--- src/rtl/xlate_pkg.sv ---
package xlate_pkg;
    localparam int VA_W  = 32;
    localparam int OFF_W = 12;
    localparam int PN_W  = VA_W - OFF_W;
    localparam int FN_W  = 20;
    localparam int PA_W  = FN_W + OFF_W;
    localparam int PTE_W = FN_W + 4;
    localparam int MA_W  = 32;

    typedef enum logic [1:0] {ACC_RD, ACC_WR, ACC_EX, ACC_RSV} acc_e;
    typedef enum logic [1:0] {FLT_NONE, FLT_RANGE, FLT_INVAL, FLT_PROT} fault_e;

    // perm bits: [0] read, [1] write, [2] execute
    typedef struct packed {
        logic            vld;
        logic [PN_W-1:0] page;
        logic [FN_W-1:0] frame;
        logic [2:0]      perm;
    } tlb_ent_t;

    function automatic logic perm_ok(acc_e a, logic [2:0] p);
        case (a)
            ACC_RD:  return p[0];
            ACC_WR:  return p[1];
            ACC_EX:  return p[2];
            default: return 1'b0;
        endcase
    endfunction
endpackage

--- src/rtl/xlate_victim.sv ---
module xlate_victim #(
    parameter int N  = 8,
    parameter int IW = $clog2(N)
) (
    input  logic [N-1:0]  vld,
    input  logic [IW-1:0] rr,
    output logic [IW-1:0] idx,
    output logic          full
);
    always_comb begin
        full = &vld;
        idx  = rr;
        for (int i = N - 1; i >= 0; i--) begin
            if (!vld[i]) idx = IW'(i);
        end
    end
endmodule

--- src/rtl/xlate_tlb.sv ---
module xlate_tlb
    import xlate_pkg::*;
#(
    parameter int N = 8
) (
    input  logic            clk,
    input  logic            rst_n,
    input  logic            flush,
    input  logic [PN_W-1:0] lk_page,
    output logic            hit,
    output logic [FN_W-1:0] hit_frame,
    output logic [2:0]      hit_perm,
    input  logic            wr_en,
    input  logic [PN_W-1:0] wr_page,
    input  logic [FN_W-1:0] wr_frame,
    input  logic [2:0]      wr_perm
);
    localparam int IW = $clog2(N);

    typedef struct packed {
        tlb_ent_t [N-1:0] ent;
        logic [IW-1:0]    rr;
    } tlb_st_t;

    tlb_st_t       st_d, st_q;
    logic [N-1:0]  hit_vec;
    logic [N-1:0]  vld_vec;
    logic [IW-1:0] vic_idx;
    logic          vic_full;

    for (genvar gi = 0; gi < N; gi++) begin : g_cmp
        assign vld_vec[gi] = st_q.ent[gi].vld;
        assign hit_vec[gi] = st_q.ent[gi].vld && (st_q.ent[gi].page == lk_page);
    end

    always_comb begin
        hit_frame = '0;
        hit_perm  = '0;
        for (int i = 0; i < N; i++) begin
            if (hit_vec[i]) begin
                hit_frame = hit_frame | st_q.ent[i].frame;
                hit_perm  = hit_perm  | st_q.ent[i].perm;
            end
        end
    end
    assign hit = |hit_vec;

    xlate_victim #(.N(N), .IW(IW)) victim_i (
        .vld  (vld_vec),
        .rr   (st_q.rr),
        .idx  (vic_idx),
        .full (vic_full)
    );

    always_comb begin
        st_d = st_q;
        if (wr_en) begin
            st_d.ent[vic_idx].vld   = 1'b1;
            st_d.ent[vic_idx].page  = wr_page;
            st_d.ent[vic_idx].frame = wr_frame;
            st_d.ent[vic_idx].perm  = wr_perm;
            if (vic_full) st_d.rr = (st_q.rr == IW'(N - 1)) ? '0 : st_q.rr + 1'b1;
        end
        if (flush) begin
            for (int i = 0; i < N; i++) st_d.ent[i].vld = 1'b0;
        end
    end

    always_ff @(posedge clk or negedge rst_n) begin
        if (!rst_n) st_q <= '0;
        else        st_q <= st_d;
    end

    // refill only on a miss, so a page never sits in two slots
    a_r9_single_hit: assert property (@(posedge clk) disable iff (!rst_n)
        $onehot0(hit_vec));

    // after a flush no slot can match
    a_r10_flush_empty: assert property (@(posedge clk) disable iff (!rst_n)
        flush |=> !hit);
endmodule

--- src/rtl/addr_xlate.sv ---
module addr_xlate
    import xlate_pkg::*;
#(
    parameter int N_ENT = 8
) (
    input  logic              clk,
    input  logic              rst_n,
    input  logic              flush,
    input  logic [MA_W-1:0]   pt_base,
    input  logic [PN_W:0]     pt_len,
    input  logic              req_valid,
    output logic              req_ready,
    input  logic [VA_W-1:0]   req_vaddr,
    input  logic [1:0]        req_acc,
    output logic              rsp_valid,
    output logic [PA_W-1:0]   rsp_paddr,
    output logic [1:0]        rsp_fault,
    output logic              mem_req,
    output logic [MA_W-1:0]   mem_addr,
    input  logic              mem_rvalid,
    input  logic [PTE_W-1:0]  mem_rdata
);
    typedef enum logic [1:0] {ST_IDLE, ST_LOOK, ST_WAIT} st_e;

    typedef struct packed {
        st_e              st;
        logic [PN_W-1:0]  page;
        logic [OFF_W-1:0] off;
        acc_e             acc;
        logic             rsp_v;
        logic [PA_W-1:0]  paddr;
        fault_e           flt;
        logic             mreq;
        logic [MA_W-1:0]  maddr;
    } xl_st_t;

    xl_st_t          s_d, s_q;
    logic            tlb_hit;
    logic [FN_W-1:0] tlb_frame;
    logic [2:0]      tlb_perm;
    logic            wr_en;
    logic [FN_W-1:0] pte_frame;
    logic [2:0]      pte_perm;
    logic            pte_vld;

    assign pte_frame = mem_rdata[PTE_W-1:4];
    assign pte_perm  = mem_rdata[3:1];
    assign pte_vld   = mem_rdata[0];

    xlate_tlb #(.N(N_ENT)) tlb_i (
        .clk       (clk),
        .rst_n     (rst_n),
        .flush     (flush),
        .lk_page   (s_q.page),
        .hit       (tlb_hit),
        .hit_frame (tlb_frame),
        .hit_perm  (tlb_perm),
        .wr_en     (wr_en),
        .wr_page   (s_q.page),
        .wr_frame  (pte_frame),
        .wr_perm   (pte_perm)
    );

    always_comb begin
        s_d       = s_q;
        s_d.rsp_v = 1'b0;
        s_d.mreq  = 1'b0;
        wr_en     = 1'b0;
        case (s_q.st)
            ST_IDLE: begin
                if (req_valid) begin
                    s_d.st   = ST_LOOK;
                    s_d.page = req_vaddr[VA_W-1:OFF_W];
                    s_d.off  = req_vaddr[OFF_W-1:0];
                    s_d.acc  = acc_e'(req_acc);
                end
            end
            ST_LOOK: begin
                s_d.st    = ST_IDLE;
                s_d.rsp_v = 1'b1;
                s_d.paddr = '0;
                if ({1'b0, s_q.page} >= pt_len) begin
                    s_d.flt = FLT_RANGE;
                end else if (tlb_hit) begin
                    if (perm_ok(s_q.acc, tlb_perm)) begin
                        s_d.flt   = FLT_NONE;
                        s_d.paddr = {tlb_frame, s_q.off};
                    end else begin
                        s_d.flt = FLT_PROT;
                    end
                end else begin
                    s_d.rsp_v = 1'b0;
                    s_d.st    = ST_WAIT;
                    s_d.mreq  = 1'b1;
                    s_d.maddr = pt_base + MA_W'(s_q.page);
                end
            end
            ST_WAIT: begin
                if (mem_rvalid) begin
                    s_d.st    = ST_IDLE;
                    s_d.rsp_v = 1'b1;
                    s_d.paddr = '0;
                    if (!pte_vld) begin
                        s_d.flt = FLT_INVAL;
                    end else begin
                        wr_en = 1'b1;
                        if (perm_ok(s_q.acc, pte_perm)) begin
                            s_d.flt   = FLT_NONE;
                            s_d.paddr = {pte_frame, s_q.off};
                        end else begin
                            s_d.flt = FLT_PROT;
                        end
                    end
                end
            end
            default: s_d.st = ST_IDLE;
        endcase
    end

    always_ff @(posedge clk or negedge rst_n) begin
        if (!rst_n) s_q <= '0;
        else        s_q <= s_d;
    end

    assign req_ready = (s_q.st == ST_IDLE);
    assign rsp_valid = s_q.rsp_v;
    assign rsp_paddr = s_q.paddr;
    assign rsp_fault = s_q.flt;
    assign mem_req   = s_q.mreq;
    assign mem_addr  = s_q.maddr;

    // busy from the cycle after acceptance
    a_r2_busy: assert property (@(posedge clk) disable iff (!rst_n)
        (req_valid && req_ready) |=> !req_ready);

    // response is a single pulse and returns the block to idle
    a_r2_pulse: assert property (@(posedge clk) disable iff (!rst_n)
        rsp_valid |-> (req_ready ##1 !rsp_valid));

    // a table read only ever targets an in-range page
    a_r5_read_in_range: assert property (@(posedge clk) disable iff (!rst_n)
        mem_req |-> ((mem_addr - pt_base) < MA_W'(pt_len)));

    // one read pulse per miss
    a_r6_one_read: assert property (@(posedge clk) disable iff (!rst_n)
        mem_req |=> !mem_req);

    // faulting responses carry no address
    a_r11_fault_zero: assert property (@(posedge clk) disable iff (!rst_n)
        (rsp_valid && rsp_fault != 2'd0) |-> (rsp_paddr == '0));
endmodule

--- config.mk ---
export PLATFORM = sky130hd
export DESIGN_NAME = addr_xlate
export DESIGN_NICKNAME = d
export VERILOG_FILES = /design/src/rtl/xlate_pkg.sv /design/src/rtl/xlate_victim.sv /design/src/rtl/xlate_tlb.sv /design/src/rtl/addr_xlate.sv
export SDC_FILE = /design/constraint.sdc
export NUM_CORES = 1
export LEC_CHECK = 0
export ABC_AREA = 1
export BUFFER_PORTS_ARGS = -buffer_cell sky130_fd_sc_hd__buf_2
export CAP_MARGIN = 0
export CORE_ASPECT_RATIO = 0.6
export CORE_MARGIN = 3
export CORE_UTILIZATION = 30
export DETAILED_ROUTE_END_ITERATION = 16
export HOLD_SLACK_MARGIN = 0.02
export PLACE_DENSITY = 0.52
export SYNTH_ARGS = -nofsm -noshare
export SYNTH_HDL_FRONTEND = slang
export SYNTH_HIERARCHICAL = 1
export SYNTH_SLANG_ARGS = --single-unit
--- constraint.sdc ---
create_clock -name clk -period 6.9 [get_ports clk]
set_input_delay 1.035 -clock clk [delete_from_list [all_inputs] [get_ports clk]]
set_output_delay 1.035 -clock clk [all_outputs]
set_load 0.02 [all_outputs]
Word-level counts from Yosys, hierarchy flattened
Cells that the tools add are included.
{"block": "word_totals", "in_bits": 116, "output_inout_bits": 69, "latch_bits": 0, "romBits": 0, "register_bits": 459, "n_memories": 0, "ramBits": 0}
{"block": "op_classes", "addsub": 2, "mul": 0, "bitwise": 16, "n_div": 0, "shift": 0, "eq_ne": 16, "n_mux": 78, "n_reduce_logical": 21, "n_lt_le_gt_ge": 3}
{"operator": "bitwise mux 352 bit", "count": 4}
{"operator": "demux 44 bit (select 3 bit)", "count": 4}
{"operator": "2-to-1 mux 355 bit", "count": 1}
{"operator": "== test 20 bit", "count": 8}
{"operator": "2-to-1 mux 20 bit", "count": 8}
{"operator": "bitwise OR 20 bit", "count": 7}
{"operator": "2-to-1 mux 33 bit", "count": 4}
{"operator": "2-to-1 mux 32 bit", "count": 3}
{"operator": "one-hot mux 35 bit (2 select lines)", "count": 1}
{"operator": "2-to-1 mux 3 bit", "count": 19}
{"operator": "2-to-1 mux 44 bit", "count": 1}
{"operator": "2-to-1 mux 43 bit", "count": 1}
{"operator": "2-to-1 mux 36 bit", "count": 1}
{"operator": "2-to-1 mux 35 bit", "count": 1}
{"operator": "2-to-1 mux 34 bit", "count": 1}
{"operator": "adder 32 x 20 -> 32 bit", "count": 1}
{"operator": "2-to-1 mux 23 bit", "count": 1}
{"operator": "greater-or-equal comparator 20 x 21 -> 1 bit", "count": 1}
{"operator": "bitwise OR 3 bit", "count": 7}
{"operator": "2-to-1 mux 1 bit", "count": 18}
{"operator": "2-to-1 mux 2 bit", "count": 7}
{"operator": "logical AND 1 bit", "count": 9}
{"operator": "AND reduction 9 bit", "count": 1}
{"operator": "AND reduction 8 bit", "count": 1}
{"operator": "other kinds (16)", "count": 26}

Depth between registers and ports, before layout
{"block": "logic_depth", "ltp_word": 25, "depth_mapped": 21, "mapped_depth_nobuf": 18}

Modules after synthesis
The synthesis kept the hierarchy.
{"mod": "xlate_tlb", "n_inst": 1, "area_each_um2": 17695.7, "cells_each": 2233}
{"mod": "addr_xlate", "n_inst": 1, "area_each_um2": 7050.5, "cells_each": 996}
{"mod": "xlate_victim", "n_inst": 1, "area_each_um2": 85.1, "cells_each": 18}

Worst setup path after synthesis
No wires, ideal clock.
{"block": "synth_path", "kind": "in2reg", "start": "input port mem_rvalid", "end": "register tlb_i/st_q[316] (netlist name)", "slack_ns": 4.182, "setup_ns": 0.131, "t_arrival_ns": 2.588, "cell_stages": 10, "path_cell_list": "nand2_1 -> nor2_1 -> clkbuf_1 -> nand2_1 -> nor2_1 -> inv_1 -> clkbuf_1 -> clkbuf_1 -> nand2_1 -> o21ai_0"}
{"block": "synth_via", "elab_chain_cells": 2}
{"element": "from (decl)", "line": "addr_xlate.sv:20", "text": "input logic mem_rvalid,"}
{"element": "2-to-1 mux 1 bit", "line": "addr_xlate.sv:99", "text": "if (mem_rvalid) begin"}
{"element": "2-to-1 mux 1 bit", "line": "addr_xlate.sv:69", "text": "case (s_q.st)"}
{"element": "named net wr_en", "line": "addr_xlate.sv:41", "text": "logic wr_en;"}
{"element": "to (signal assigned)", "line": "xlate_tlb.sv:71", "text": "else st_q <= st_d;"}
{"element": "to (decl)", "line": "xlate_tlb.sv:25", "text": "tlb_st_t st_d, st_q;"}
The timed path passes the listed nets, and every way through them passes these cells.
A chain may end at the register's enable or synchronous reset.

Worst setup path in the final report
{"block": "layout_path", "start": "register s_q[93] (netlist name)", "end": "register s_q (netlist bit rsp_paddr[2])"}
{"block": "layout_via", "elab_chain_cells": 25, "elab_cells_between_ends": 41, "cone_classes": "order compare: 1; eq/ne: 8; mux: 16; bitwise: 7; reduce/logical: 9"}
{"element": "from (decl)", "line": "addr_xlate.sv:37", "text": "xl_st_t s_d, s_q;"}
{"element": "from (signal assigned)", "line": "addr_xlate.sv:121", "text": "if (!rst_n) s_q <= '0;"}
{"element": "from (signal assigned)", "line": "addr_xlate.sv:122", "text": "else s_q <= s_d;"}
{"element": "== test 20 bit", "line": "xlate_tlb.sv:33", "text": "assign hit_vec[gi] = st_q.ent[gi].vld && (st_q.ent[gi].page == lk_page);"}
{"element": "logical AND 1 bit", "line": "xlate_tlb.sv:33"}
{"element": "2-to-1 mux 3 bit", "line": "xlate_tlb.sv:40", "text": "if (hit_vec[i]) begin"}
{"element": "bitwise OR 3 bit", "line": "xlate_tlb.sv:42", "text": "hit_perm = hit_perm | st_q.ent[i].perm;"}
{"element": "2-to-1 mux 3 bit", "line": "xlate_tlb.sv:40"}
{"element": "bitwise OR 3 bit", "line": "xlate_tlb.sv:42"}
{"element": "2-to-1 mux 3 bit", "line": "xlate_tlb.sv:40"}
{"element": "bitwise OR 3 bit", "line": "xlate_tlb.sv:42"}
{"element": "(+9 left out)"}
{"element": "named net tlb_perm[0]", "line": "addr_xlate.sv:40", "text": "logic [2:0] tlb_perm;"}
{"element": "one-hot mux 1 bit (3 select lines) *", "line": "xlate_pkg.sv:22", "text": "case (a)"}
{"element": "2-to-1 mux 1 bit *", "line": "addr_xlate.sv:84", "text": "end else if (tlb_hit) begin"}
{"element": "2-to-1 mux 1 bit *", "line": "addr_xlate.sv:82", "text": "if ({1'b0, s_q.page} >= pt_len) begin"}
{"element": "2-to-1 mux 1 bit *", "line": "addr_xlate.sv:69"}
{"element": "2-to-1 mux 32 bit *", "line": "addr_xlate.sv:85", "text": "if (perm_ok(s_q.acc, tlb_perm)) begin"}
{"element": "2-to-1 mux 34 bit *", "line": "addr_xlate.sv:84"}
{"element": "2-to-1 mux 33 bit *", "line": "addr_xlate.sv:82"}
{"element": "one-hot mux 35 bit (2 select lines) *", "line": "addr_xlate.sv:69"}
The timed path passes the listed nets; every way through them passes the cells marked *. The select of a mux whose other input is x is not followed.

==> impl_metrics.tcl <==
set metrics [dict create \
    vias 21840 \
    peakVddDrop_mv 0.2083 \
    clock_path_buffers 3 \
    die_area_um2 86370 \
    final_cells 4388 \
    cts_resized 0 \
    die_x_um 377.4 \
    critPathCaptureType "flop" \
    cp.required_ps 7440 \
    finClkSkew_ps 21.37 \
    maxSlewHeadroom_pct 12.05 \
    hold_viol_final 0 \
    postCtsHoldBufs 0 \
    crit_type "reg2reg" \
    reg2reg_from "s_q[93]$_DFFE_PN0P_" \
    syn_area_per_cell_um2 7.647 \
    powerDensity_nw_per_um2 355.2 \
    cts_tree "yes" \
    r2r_slack_ps 2370 \
    start_util_pct 30.40 \
    synth_fa_ha_area_share_pct 2.348 \
    final_cell_mix "nand2_1, dfrtp_1, o21ai_0, inv_1, nand4_1" \
    grt_overflow 0 \
    gp_congestion 0.9278 \
    critPathMaxFanout 24 \
    hold_path.class "reg2reg" \
    fin_crit_ps 4525 \
    status "completed" \
    endpoint "rsp_paddr[2]$_DFFE_PN0P_" \
    syn_inst 3247 \
    layout_commonest_cell "nand2_1" \
    firstDrtPassIters 6 \
    grt_pass1_vias 20240 \
    row_count 81 \
    r2r-end "rsp_paddr[2]$_DFFE_PN0P_" \
    grt_usage_pct 20.32 \
    synth_nets 3409 \
    drt-total-wl_um 88420 \
    drc 0 \
    numCtsBuffers 49 \
    setup_viol 0 \
    synth_compound_area_share_pct 10.53 \
    final_nets 3435 \
    antenna_found_initial 0 \
    drt_iter0_markers 2312 \
    cts.sinks 459 \
    yosysSeqAreaShare_pct 46.26 \
    ys_types 46 \
    p_leak_uw 0.01371 \
    synth_xor_area_share_pct 1.552 \
    ys_ff_latch 459 \
    clkLatencyLatePin_ps 610 \
    place_hpwl_um 60980 \
    root_buffer "clkbuf_16" \
    drtAntennaViolNets 0 \
    worst_slack_ps 2375 \
    max_freq_mhz 221.0 \
    cts_max_level 2 \
    ys_async_sr_fraction_pct 100.0 \
    arrival_ps 5060 \
    finalCritPeriodShare_pct 65.58 \
    die_h_um 228.9 \
    place_ws_ps 2498 \
    fin_tns_setup_ps 0 \
    crit_path_start_kind "flop" \
    synth_simple_gate_area_share_pct 29.28 \
    path_clk_slew_ps 60 \
    cap_viol_max_count 0 \
    ios 185 \
    synth_edf_count 0 \
    holdPathStages 2 \
    grt_setup_unrepaired "no" \
    yosys-mux-area-fraction_pct 0.04535 \
    yosysWarnings 6 \
    via_per_inst 4.978 \
    core_area_um2 81690 \
    wire_per_inst_um 20.15 \
    antenna_cells 0 \
    post_cts.repair.setup_buffers 0 \
    grt_max_degree 138 \
    netlist_area_um2 24830 \
    dp.cells 4301 \
    tightest_slew_ps 1318 \
    areaGrowthSynthToFinish_pct 10.79 \
    post-route-util_pct 33.68 \
    drive_gt1_share_pct 11.85 \
    cp-startpoint "s_q[93]$_DFFE_PN0P_" \
    port_buffers 184 \
    grt_pass1_wl_um 133900 \
    synth_top_family_by_area "simple AND/OR/NAND/NOR gates" \
    synthFlopType "dfrtp_1" \
    reg2reg_depth 18 \
    finalMaxSlewViolations 0 \
]
## per-stage QoR
stage | area, um2 | hold WS, ps | power (uW)
global route | 27510 | 497.4 | 10360
floorplan | 24830 | 449.6 | 5870
finish | 27510 | 479.0 | 9773
detailed placement | 25880 | 463.6 | 6986
CTS | 27510 | 482.7 | 9768
global placement | 25880 | 462.9 | 6989
## registers in the layout, summed over array words and instances, names as in the netlist
| name | cells |
|---|---|
| tlb_i/st_q | 355 |
| rsp_valid | 1 |
| rsp_fault | 2 |
| mem_addr | 32 |
| rsp_paddr | 32 |
| mem_req | 1 |
| s_q | 36 |
## worst min-delay path by stage
stage,startpoint,to,slack (ps)
global placement,mem_addr[28]$_DFFE_PN0P_,mem_addr[28]$_DFFE_PN0P_,460
finish,rsp_paddr[5]$_DFFE_PN0P_,rsp_paddr[5]$_DFFE_PN0P_,480
detailed placement,rsp_paddr[10]$_DFFE_PN0P_,rsp_paddr[10]$_DFFE_PN0P_,460
global route,tlb_i/st_q[311]$_DFFE_PN0P_,tlb_i/st_q[311]$_DFFE_PN0P_,500
floorplan,s_q[70]$_DFFE_PN0P_,s_q[70]$_DFFE_PN0P_,450
CTS,s_q[80]$_DFFE_PN0P_,s_q[80]$_DFFE_PN0P_,480
## synthesized netlist by cell type (18+ instances only)
library cell  count  area, um2
nand3_1          96      480.5
buf_4           102      765.7
inv_2            19      71.32
o21ai_0         396       1982
a21oi_1          39      195.2
xnor2_1          24      210.2
xor2_1           20      175.2
buf_2            29      145.1
clkbuf_1         72      270.3
buf_6            18      202.7
nand2_1        1154       4332
inv_1           246      923.4
o21ai_1          64      320.3
nand4_1         190       1189
nand2_2          31      193.9
ha_1             45      563.0
nor2_1          155      581.8
dfrtp_1         459      11490
## worst max-delay path: stages, from the launching register on
cell and delay [ps]:
dfrtp_1 720, inv_2 230, nand2_1 150, o21ai_1 100, nor2_1 110, nand2_1 70, nor2_2 970, nand4_1 170
nand2_1 120, nor2_1 50, nand2_1 110, nand2_1 70, nand3_1 110, nand3_1 80, inv_1 600, nand3_1 160
nand2_1 380, nand3_1 130, nand2_1 90
## kinds of logic after synthesis
group	count (synthesis)
simple gates	1684
buf+inv	499
mux	1
xor+xnor	44
compound gates	514
flops	459
fa+ha+maj	46
## area by class of cell
class                      instances  area [um2]
clock buffer                      66        1370
sequential                       459       11490
multi-input combinational       2289       10910
fill                            8783       54180
clock inverter                    21       260.3
timing repair buffer             206        1121
inverter                         268        1013
tap                             1079        1350
## power breakdown
part	internal, uW	switching, uW	leakage (uW)
clock network	1580	1170	0.000813
registers	3050	467	0.00617
logic	956	2550	0.00672
## metal layers
metal | vias up | part of all wire, % | routed length (um) | global-route usage (%)
li1 | 10470 | - | - | -
met1 | 10410 | 51 | 45220 | 33.50
met2 | 883 | 38 | 33280 | 26.03
met3 | 84 | 9.7 | 8612 | 4.916
met4 | 0 | 1.5 | 1314 | 3.718
met5 | - | 0 | 0 | 0
(Power assumes the default switching activity.)
